==> src/rtl/shiftadd_mul_pkg.sv <==
// Package: shared types for the shift-add multiplier.
// Assumes nothing beyond IEEE 1800-2017 enums.
package shiftadd_mul_pkg;
    typedef enum logic {
        MS_IDLE = 1'b0,
        MS_RUN  = 1'b1
    } mul_state_e;
endpackage

==> src/rtl/mul_fa_cell.sv <==
// Module: one-bit full adder cell.
// Sum is the parity of the three inputs; carry is their majority.
// Assumes purely combinational use.
module mul_fa_cell (
    input  logic x,
    input  logic y,
    input  logic ci,
    output logic s,
    output logic co
);
    // parity and majority of the three inputs
    always_comb begin
        s  = x ^ y ^ ci;
        co = (x & y) | (ci & (x ^ y));
    end
endmodule

==> src/rtl/mul_ripple_add.sv <==
// Module: WIDTH-bit ripple-carry adder built from full adder cells.
// Carry-in of bit 0 is tied low; the final carry is exported.
// Assumes WIDTH >= 1; the delay grows linearly with WIDTH.
module mul_ripple_add #(
    parameter int WIDTH = 4
) (
    input  logic [WIDTH-1:0] op_a,
    input  logic [WIDTH-1:0] op_b,
    output logic [WIDTH-1:0] sum,
    output logic             carry
);
    logic [WIDTH:0] chain;

    // seed the carry chain with zero
    assign chain[0] = 1'b0;

    for (genvar i = 0; i < WIDTH; i++) begin : g_bit
        mul_fa_cell u_fa (
            .x  (op_a[i]),
            .y  (op_b[i]),
            .ci (chain[i]),
            .s  (sum[i]),
            .co (chain[i+1])
        );
    end

    // final carry leaves the adder
    assign carry = chain[WIDTH];
endmodule

==> src/rtl/mul_seq_ctrl.sv <==
// Module: sequencer for the shift-add multiplier.
// Accepts start only when idle, runs STEPS step cycles, then pulses done.
// Assumes synchronous active-low reset and STEPS >= 1.
module mul_seq_ctrl
    import shiftadd_mul_pkg::*;
#(
    parameter int STEPS = 4
) (
    input  logic clk,
    input  logic rst_n,
    input  logic start,
    output logic load,
    output logic step,
    output logic busy,
    output logic done
);
    localparam int CNT_W = (STEPS > 1) ? $clog2(STEPS) : 1;
    localparam logic [CNT_W-1:0] LAST_CNT = CNT_W'(STEPS - 1);

    mul_state_e       state_q;
    logic [CNT_W-1:0] cnt_q;
    logic             done_q;
    logic             last_step;

    // decode accept, step and last-step conditions
    always_comb begin
        load      = (state_q == MS_IDLE) && start;
        step      = (state_q == MS_RUN);
        last_step = step && (cnt_q == LAST_CNT);
    end

    // state, step counter and done pulse
    always_ff @(posedge clk) begin
        if (!rst_n) begin
            state_q <= MS_IDLE;
            cnt_q   <= '0;
            done_q  <= 1'b0;
        end else begin
            done_q <= last_step;
            if (load) begin
                state_q <= MS_RUN;
                cnt_q   <= '0;
            end else if (last_step) begin
                state_q <= MS_IDLE;
                cnt_q   <= '0;
            end else if (step) begin
                cnt_q <= cnt_q + 1'b1;
            end
        end
    end

    assign busy = (state_q == MS_RUN);
    assign done = done_q;

    // done lasts a single cycle
    p_done_single_r5: assert property (@(posedge clk) disable iff (!rst_n)
        done |=> !done);

    // busy has already dropped when done is seen
    p_done_idle_r5: assert property (@(posedge clk) disable iff (!rst_n)
        done |-> !busy);

    // a start while stepping does not restart the count
    p_start_ignored_r6: assert property (@(posedge clk) disable iff (!rst_n)
        (busy && start && cnt_q != LAST_CNT) |=> (busy && cnt_q == $past(cnt_q) + 1'b1));

    // an accepted start makes the block busy on the next cycle
    p_accept_busy_r2: assert property (@(posedge clk) disable iff (!rst_n)
        (!busy && start) |=> (busy && !done));
endmodule

==> src/rtl/mul_product_reg.sv <==
// Module: datapath of the shift-add multiplier.
// Holds multiplicand, remaining multiplier bits and the 2*WIDTH product.
// On each step it adds the gated multiplicand into the upper half, then shifts right with the carry.
// Assumes load and step are never high together.
module mul_product_reg #(
    parameter int WIDTH = 4
) (
    input  logic               clk,
    input  logic               rst_n,
    input  logic               load,
    input  logic               step,
    input  logic [WIDTH-1:0]   mcand_in,
    input  logic [WIDTH-1:0]   mplier_in,
    output logic [2*WIDTH-1:0] prod
);
    localparam int PW = 2 * WIDTH;

    logic [WIDTH-1:0] mcand_q;
    logic [WIDTH-1:0] mplier_q;
    logic [PW-1:0]    prod_q;
    logic [WIDTH-1:0] addend;
    logic [WIDTH-1:0] upper_sum;
    logic             upper_carry;
    logic [PW:0]      widened;

    // gate the multiplicand by the current multiplier bit
    assign addend = mcand_q & {WIDTH{mplier_q[0]}};

    mul_ripple_add #(.WIDTH(WIDTH)) u_add (
        .op_a  (prod_q[PW-1:WIDTH]),
        .op_b  (addend),
        .sum   (upper_sum),
        .carry (upper_carry)
    );

    // join carry, new upper half and old lower half before the shift
    assign widened = {upper_carry, upper_sum, prod_q[WIDTH-1:0]};

    // operand capture and one add-and-shift per step
    always_ff @(posedge clk) begin
        if (!rst_n) begin
            mcand_q  <= '0;
            mplier_q <= '0;
            prod_q   <= '0;
        end else if (load) begin
            mcand_q  <= mcand_in;
            mplier_q <= mplier_in;
            prod_q   <= '0;
        end else if (step) begin
            mplier_q <= mplier_q >> 1;
            prod_q   <= widened[PW:1];
        end
    end

    assign prod = prod_q;

    // a load leaves the product register cleared
    p_load_clears_r2: assert property (@(posedge clk) disable iff (!rst_n)
        load |=> (prod_q == '0));

    // a zero multiplier bit only shifts
    p_zero_bit_shift_r3: assert property (@(posedge clk) disable iff (!rst_n)
        (step && !mplier_q[0]) |=> (prod_q == ($past(prod_q) >> 1)));

    // without load or step the product holds
    p_hold_r7: assert property (@(posedge clk) disable iff (!rst_n)
        (!load && !step) |=> $stable(prod_q));
endmodule

==> src/rtl/shiftadd_mul.sv <==
// Module: top of the sequential shift-add multiplier.
// WIDTH-bit unsigned operands give a 2*WIDTH-bit product after WIDTH steps.
// Assumes start is a synchronous pulse; it is ignored while busy.
module shiftadd_mul #(
    parameter int WIDTH = 4
) (
    input  logic               clk,
    input  logic               rst_n,
    input  logic               start,
    input  logic [WIDTH-1:0]   multiplicand,
    input  logic [WIDTH-1:0]   multiplier,
    output logic [2*WIDTH-1:0] product,
    output logic               busy,
    output logic               done
);
    logic load_w;
    logic step_w;

    mul_seq_ctrl #(.STEPS(WIDTH)) u_ctrl (
        .clk   (clk),
        .rst_n (rst_n),
        .start (start),
        .load  (load_w),
        .step  (step_w),
        .busy  (busy),
        .done  (done)
    );

    mul_product_reg #(.WIDTH(WIDTH)) u_dp (
        .clk       (clk),
        .rst_n     (rst_n),
        .load      (load_w),
        .step      (step_w),
        .mcand_in  (multiplicand),
        .mplier_in (multiplier),
        .prod      (product)
    );

    // outputs are idle in the cycle after reset
    p_reset_idle_r1: assert property (@(posedge clk)
        !rst_n |=> (product == '0 && !busy && !done));
endmodule

==> config.mk <==
export PLATFORM = sky130hd
export DESIGN_NAME = shiftadd_mul
export DESIGN_NICKNAME = d
export VERILOG_FILES = /design/src/rtl/shiftadd_mul_pkg.sv /design/src/rtl/mul_fa_cell.sv /design/src/rtl/mul_ripple_add.sv /design/src/rtl/mul_seq_ctrl.sv /design/src/rtl/mul_product_reg.sv /design/src/rtl/shiftadd_mul.sv
export SDC_FILE = /design/constraint.sdc
export NUM_CORES = 1
export LEC_CHECK = 0
export BUFFER_PORTS_ARGS = -buffer_cell sky130_fd_sc_hd__buf_2
export CORE_MARGIN = 4
export CORE_UTILIZATION = 55
export CTS_CLUSTER_SIZE = 14
export DETAILED_ROUTE_END_ITERATION = 8
export PLACE_DENSITY = 0.82
export SLEW_MARGIN = 20
export SYNTH_ARGS = -nofsm -noshare
export SYNTH_HDL_FRONTEND = slang
export SYNTH_HIERARCHICAL = 1
export SYNTH_SLANG_ARGS = --single-unit
==> constraint.sdc <==
create_clock -name clk -period 7.2 [get_ports clk]
set_input_delay 0 -clock clk [delete_from_list [all_inputs] [get_ports clk]]
set_output_delay 0 -clock clk [all_outputs]
set_load 0.02 [all_outputs]
==> results.md <==
- Status: complete, no violations
- Die width: approximately 50 microns
- Slew @ Worst Pin: ~0.83 ns
- Worst Hold Class: in2reg
- Via Count: 634
- Ant diodes: 0
- Post-synth top flop: dfxtp_1
- Syn_area_per_cell: approximately 11 sq um
- First DRT Iteration DRCs: 4
- P_sw: roughly 45 uW
- Cells on Worst Hold Path: 3
- Reg power frac: about 62%
- DR vias/cell: between 5 and 6
- DRC Markers: 0
- GRT Residual Overflow: 0
- Crit path max-delay family: adder cells
- Leakage: about 0.53 nW
- Setup violators final: 0
- Grt met3 use: approximately 2.8%
- Syn Inst Count: 81
- DRT antenna net count: 0
- Normalized max-slew margin: around 45%
- Final hold viol count: 0
- Synth cell types: 26
- Met2 Usage GRT: 23.5%
- Critical path data required time: approximately 7.4 ns
- GRT busiest layer: met2
- TritonCTS buffer count: 3
- Storage cell area: 400 sq um
- Switch share: roughly a quarter
- Top cell by count, worst path: fa_1
- Final setup TNS: 0 ns
- Average wire per standard cell: ~12 microns
- Buf/Inv on CP: 0
- Unrepaired setup endpoints after global routing: false
- Worst setup EP type: flip-flop
- Area Growth Syn to Fin: 18.5%
- Post-synth EDFFs: 0
- Internal: 149 uW
- Pwr dens: about 180 nW/um^2
- Layout fillers: 130
- Design Area, Final: ~1100 sq um
- Vias in the first global route: ~640
- Total GRT Usage: approximately 14%
- Clock sinks: 20
- Tcrit/Tclk final: about 35%
- Worst-Skew Late Latency: ~0.28 ns
- Minimum clock period: ~2.5 ns
- Critical Path Stages: 7
- Io pins: 21
- First-pass GRT wire length: roughly 2800 microns
- Area after DPL: around 1000 sq um
- CP Launch Type: flip-flop
- Max Slew Vio Count: 0
- Worst-path clk slew: about 0.10 ns
- Post-CTS sizing: 0
- Sequential cell area fraction in the yosys report: a little over two fifths
- Clock Skews: approximately 0.0016 ns
- Slowest CP cell: fa_1
- Logic pwr share: about an eighth
- # Max-Cap Violations: 0
- Post-DP HPWL: approximately 1100 microns
- CP Max Fanout: 5
- Routability cong.: around 0.7
- Reg2Reg Depth: 7
- Crit path arrival time: between 2 and 3 ns
- Bufs on Longest Clock Path: 2
- H-tree depth: 1
- Die Y: 48.7 microns
- Critical path cell sequence: and2_1 > fa_1 > fa_1 > fa_1 > fa_1 > mux2i_1 > nor2_1
- Yosys warning count: 6
- CP peak stage delay: 0.44 ns
- Initial antenna violation count: 0
- Core area: between 1500 and 2000 sq um
- Routed wire length: between 1000 and 1500 microns
- Largest net degree at the start of global routing: 21
- Final net count: about 120
- Die area: roughly 2400 sq um
- CTS Root Cell: clkbuf_4
- Share of layout cells above drive strength 1: between 20% and 30%
- Synth Register Bits: 20
- Mapped cell area: about 910 sq um
- Clock power share: 25.6%
- Fmax: 403 MHz
- Multi-input combinational cell area: between 400 and 500 sq um
- CTS tree: yes
- PortBufs: 20
- Drt first pass iters: 3
- Initial Util: between 50% and 60%
- Met1 Use GR: a little under a fifth
- Synth Net Count: 97
- Peak VDD IR: ~0.12 mV
- Worst setup path category: reg2reg
- FP Rows: 14
- Async SR Flop Fraction: 0%
- Post-CTS Repair Setup Buffers: 0
registers in the layout (all words and copies together) (netlist names):
| register | cells |
|---|---|
| u_ctrl/busy | 1 |
| u_ctrl/cnt_q | 2 |
| u_ctrl/done | 1 |
| u_dp/mcand_q | 4 |
| u_dp/mplier_q | 4 |
| u_dp/prod | 8 |
cell families (layout without fill, tap and decap cells):
kind of cell / after synthesis / count (layout) / share of synthesized area (%)
buf+inv: 5 / 30 / 4.11
fa+ha+maj: 5 / 5 / 10.2
simple gates: 28 / 28 / 17.7
mux: 15 / 15 / 17.3
other cells: 1 / 1 / 0.411
flops: 20 / 20 / 43.9
compound gates: 7 / 7 / 6.45
layout make-up:
class / instances / share of cell area [%]
Clock buffer: 3 / 2.08
Inverter: 1 / 0.347
Multi-Input combinational cell: 56 / 43.9
Sequential cell: 20 / 37.0
Tap cell: 16 / 1.85
Timing Repair Buffer: 26 / 14.8
through the flow:
| stage | util (%) | hold WS [ns] | total power, mW | cells | setup WS [ns] |
|---|---|---|---|---|---|
| floorplan | - | 0.128 | 0.139 | 81 | 4.83 |
| global placement | 64.8 | 0.247 | 0.143 | 113 | 4.79 |
| detailed placement | 64.8 | 0.257 | 0.144 | 113 | 4.72 |
| CTS | 70.1 | 0.0203 | 0.197 | 122 | 4.71 |
| global route | 70.1 | 0.0189 | 0.206 | 122 | 4.59 |
| finish | 70.1 | 0.0241 | 0.194 | 122 | 4.72 |
synthesized netlist by cell type, types with 2 or more instances:
master	n	area share [%]
fa_1	4	8.8
mux2i_1	12	13
nor2_1	9	3.7
nor2b_1	4	2.7
o211a_1	3	3.3
dfxtp_1	20	44
mux2_2	2	2.5
and2_1	4	2.7
nand2b_1	4	2.7
buf_6	2	2.5
or3b_1	2	1.9
power groups by stage:
stage | registers, mW | clock network (mW) | logic, mW
after floorplan | 0.121 | 0 | 0.0179
after global placement | 0.123 | 0 | 0.0209
after detailed placement | 0.123 | 0 | 0.0214
after CTS | 0.120 | 0.0523 | 0.0241
after global routing | 0.121 | 0.0580 | 0.0264
final | 0.120 | 0.0497 | 0.0240
timing repair:
| action | CTS | global route |
|---|---|---|
| hold buffers | 6 | 0 |
| setup endpoints to repair | 0 | 0 |
| endpoints found under the hold margin | 6 | 0 |
worst register-to-register path: stages (launching register included):
cell and delay (ns):
dfxtp_1 0.35, and2_1 0.18, fa_1 0.44, fa_1 0.39, fa_1 0.39, fa_1 0.43
mux2i_1 0.14, nor2_1 0.06
placed cells by master, fill, tap and decap left out:
cell | synthesis | routed
buf_2 | 0 | 20
dfxtp_1 | 20 | 20
mux2i_1 | 12 | 12
nor2_1 | 9 | 9
dlygate4sd3_1 | 0 | 6
and2_1 | 4 | 4
nand2b_1 | 4 | 4
nor2b_1 | 4 | 4
fa_1 | 4 | 4
clkbuf_4 | 0 | 3
o211a_1 | 3 | 3
or3b_1 | 2 | 2
mux2_2 | 2 | 2
and2b_1 | 1 | 1
inv_1 | 1 | 1
a211oi_1 | 1 | 1
nand3b_1 | 1 | 1
a21oi_1 | 1 | 1
and3_1 | 1 | 1
nor4bb_1 | 1 | 1
a31o_2 | 1 | 1
ha_1 | 1 | 1
mux2_4 | 1 | 1
nand2_1 | 1 | 1
a21boi_1 | 1 | 1
conb_1 | 1 | 1
per-layer routing:
metal	part of all wire (%)	up-vias	routed length, microns
met4	0.60	0	9
met2	49	13	728
met3	4.8	2	71
met5	0	-	0
li1	-	321	-
met1	46	298	682
final timing paths:
| path | slack, ns | end | start |
|---|---|---|---|
| worst max-delay path | 4.72 | u_dp/prod[6]$_SDFFE_PP0P_ | u_dp/mplier_q[0]$_SDFFE_PN0P_ |
| worst min-delay path | 0.02 | u_dp/mplier_q[2]$_SDFFE_PN0P_ | multiplier[2] |
| worst max register to register | 4.72 | u_dp/prod[6]$_SDFFE_PP0P_ | u_dp/mplier_q[0]$_SDFFE_PN0P_ |
| worst min register to register | 0.50 | u_dp/prod[0]$_SDFFE_PP0P_ | u_dp/prod[0]$_SDFFE_PP0P_ |
Power figures use the tool's default switching activity.
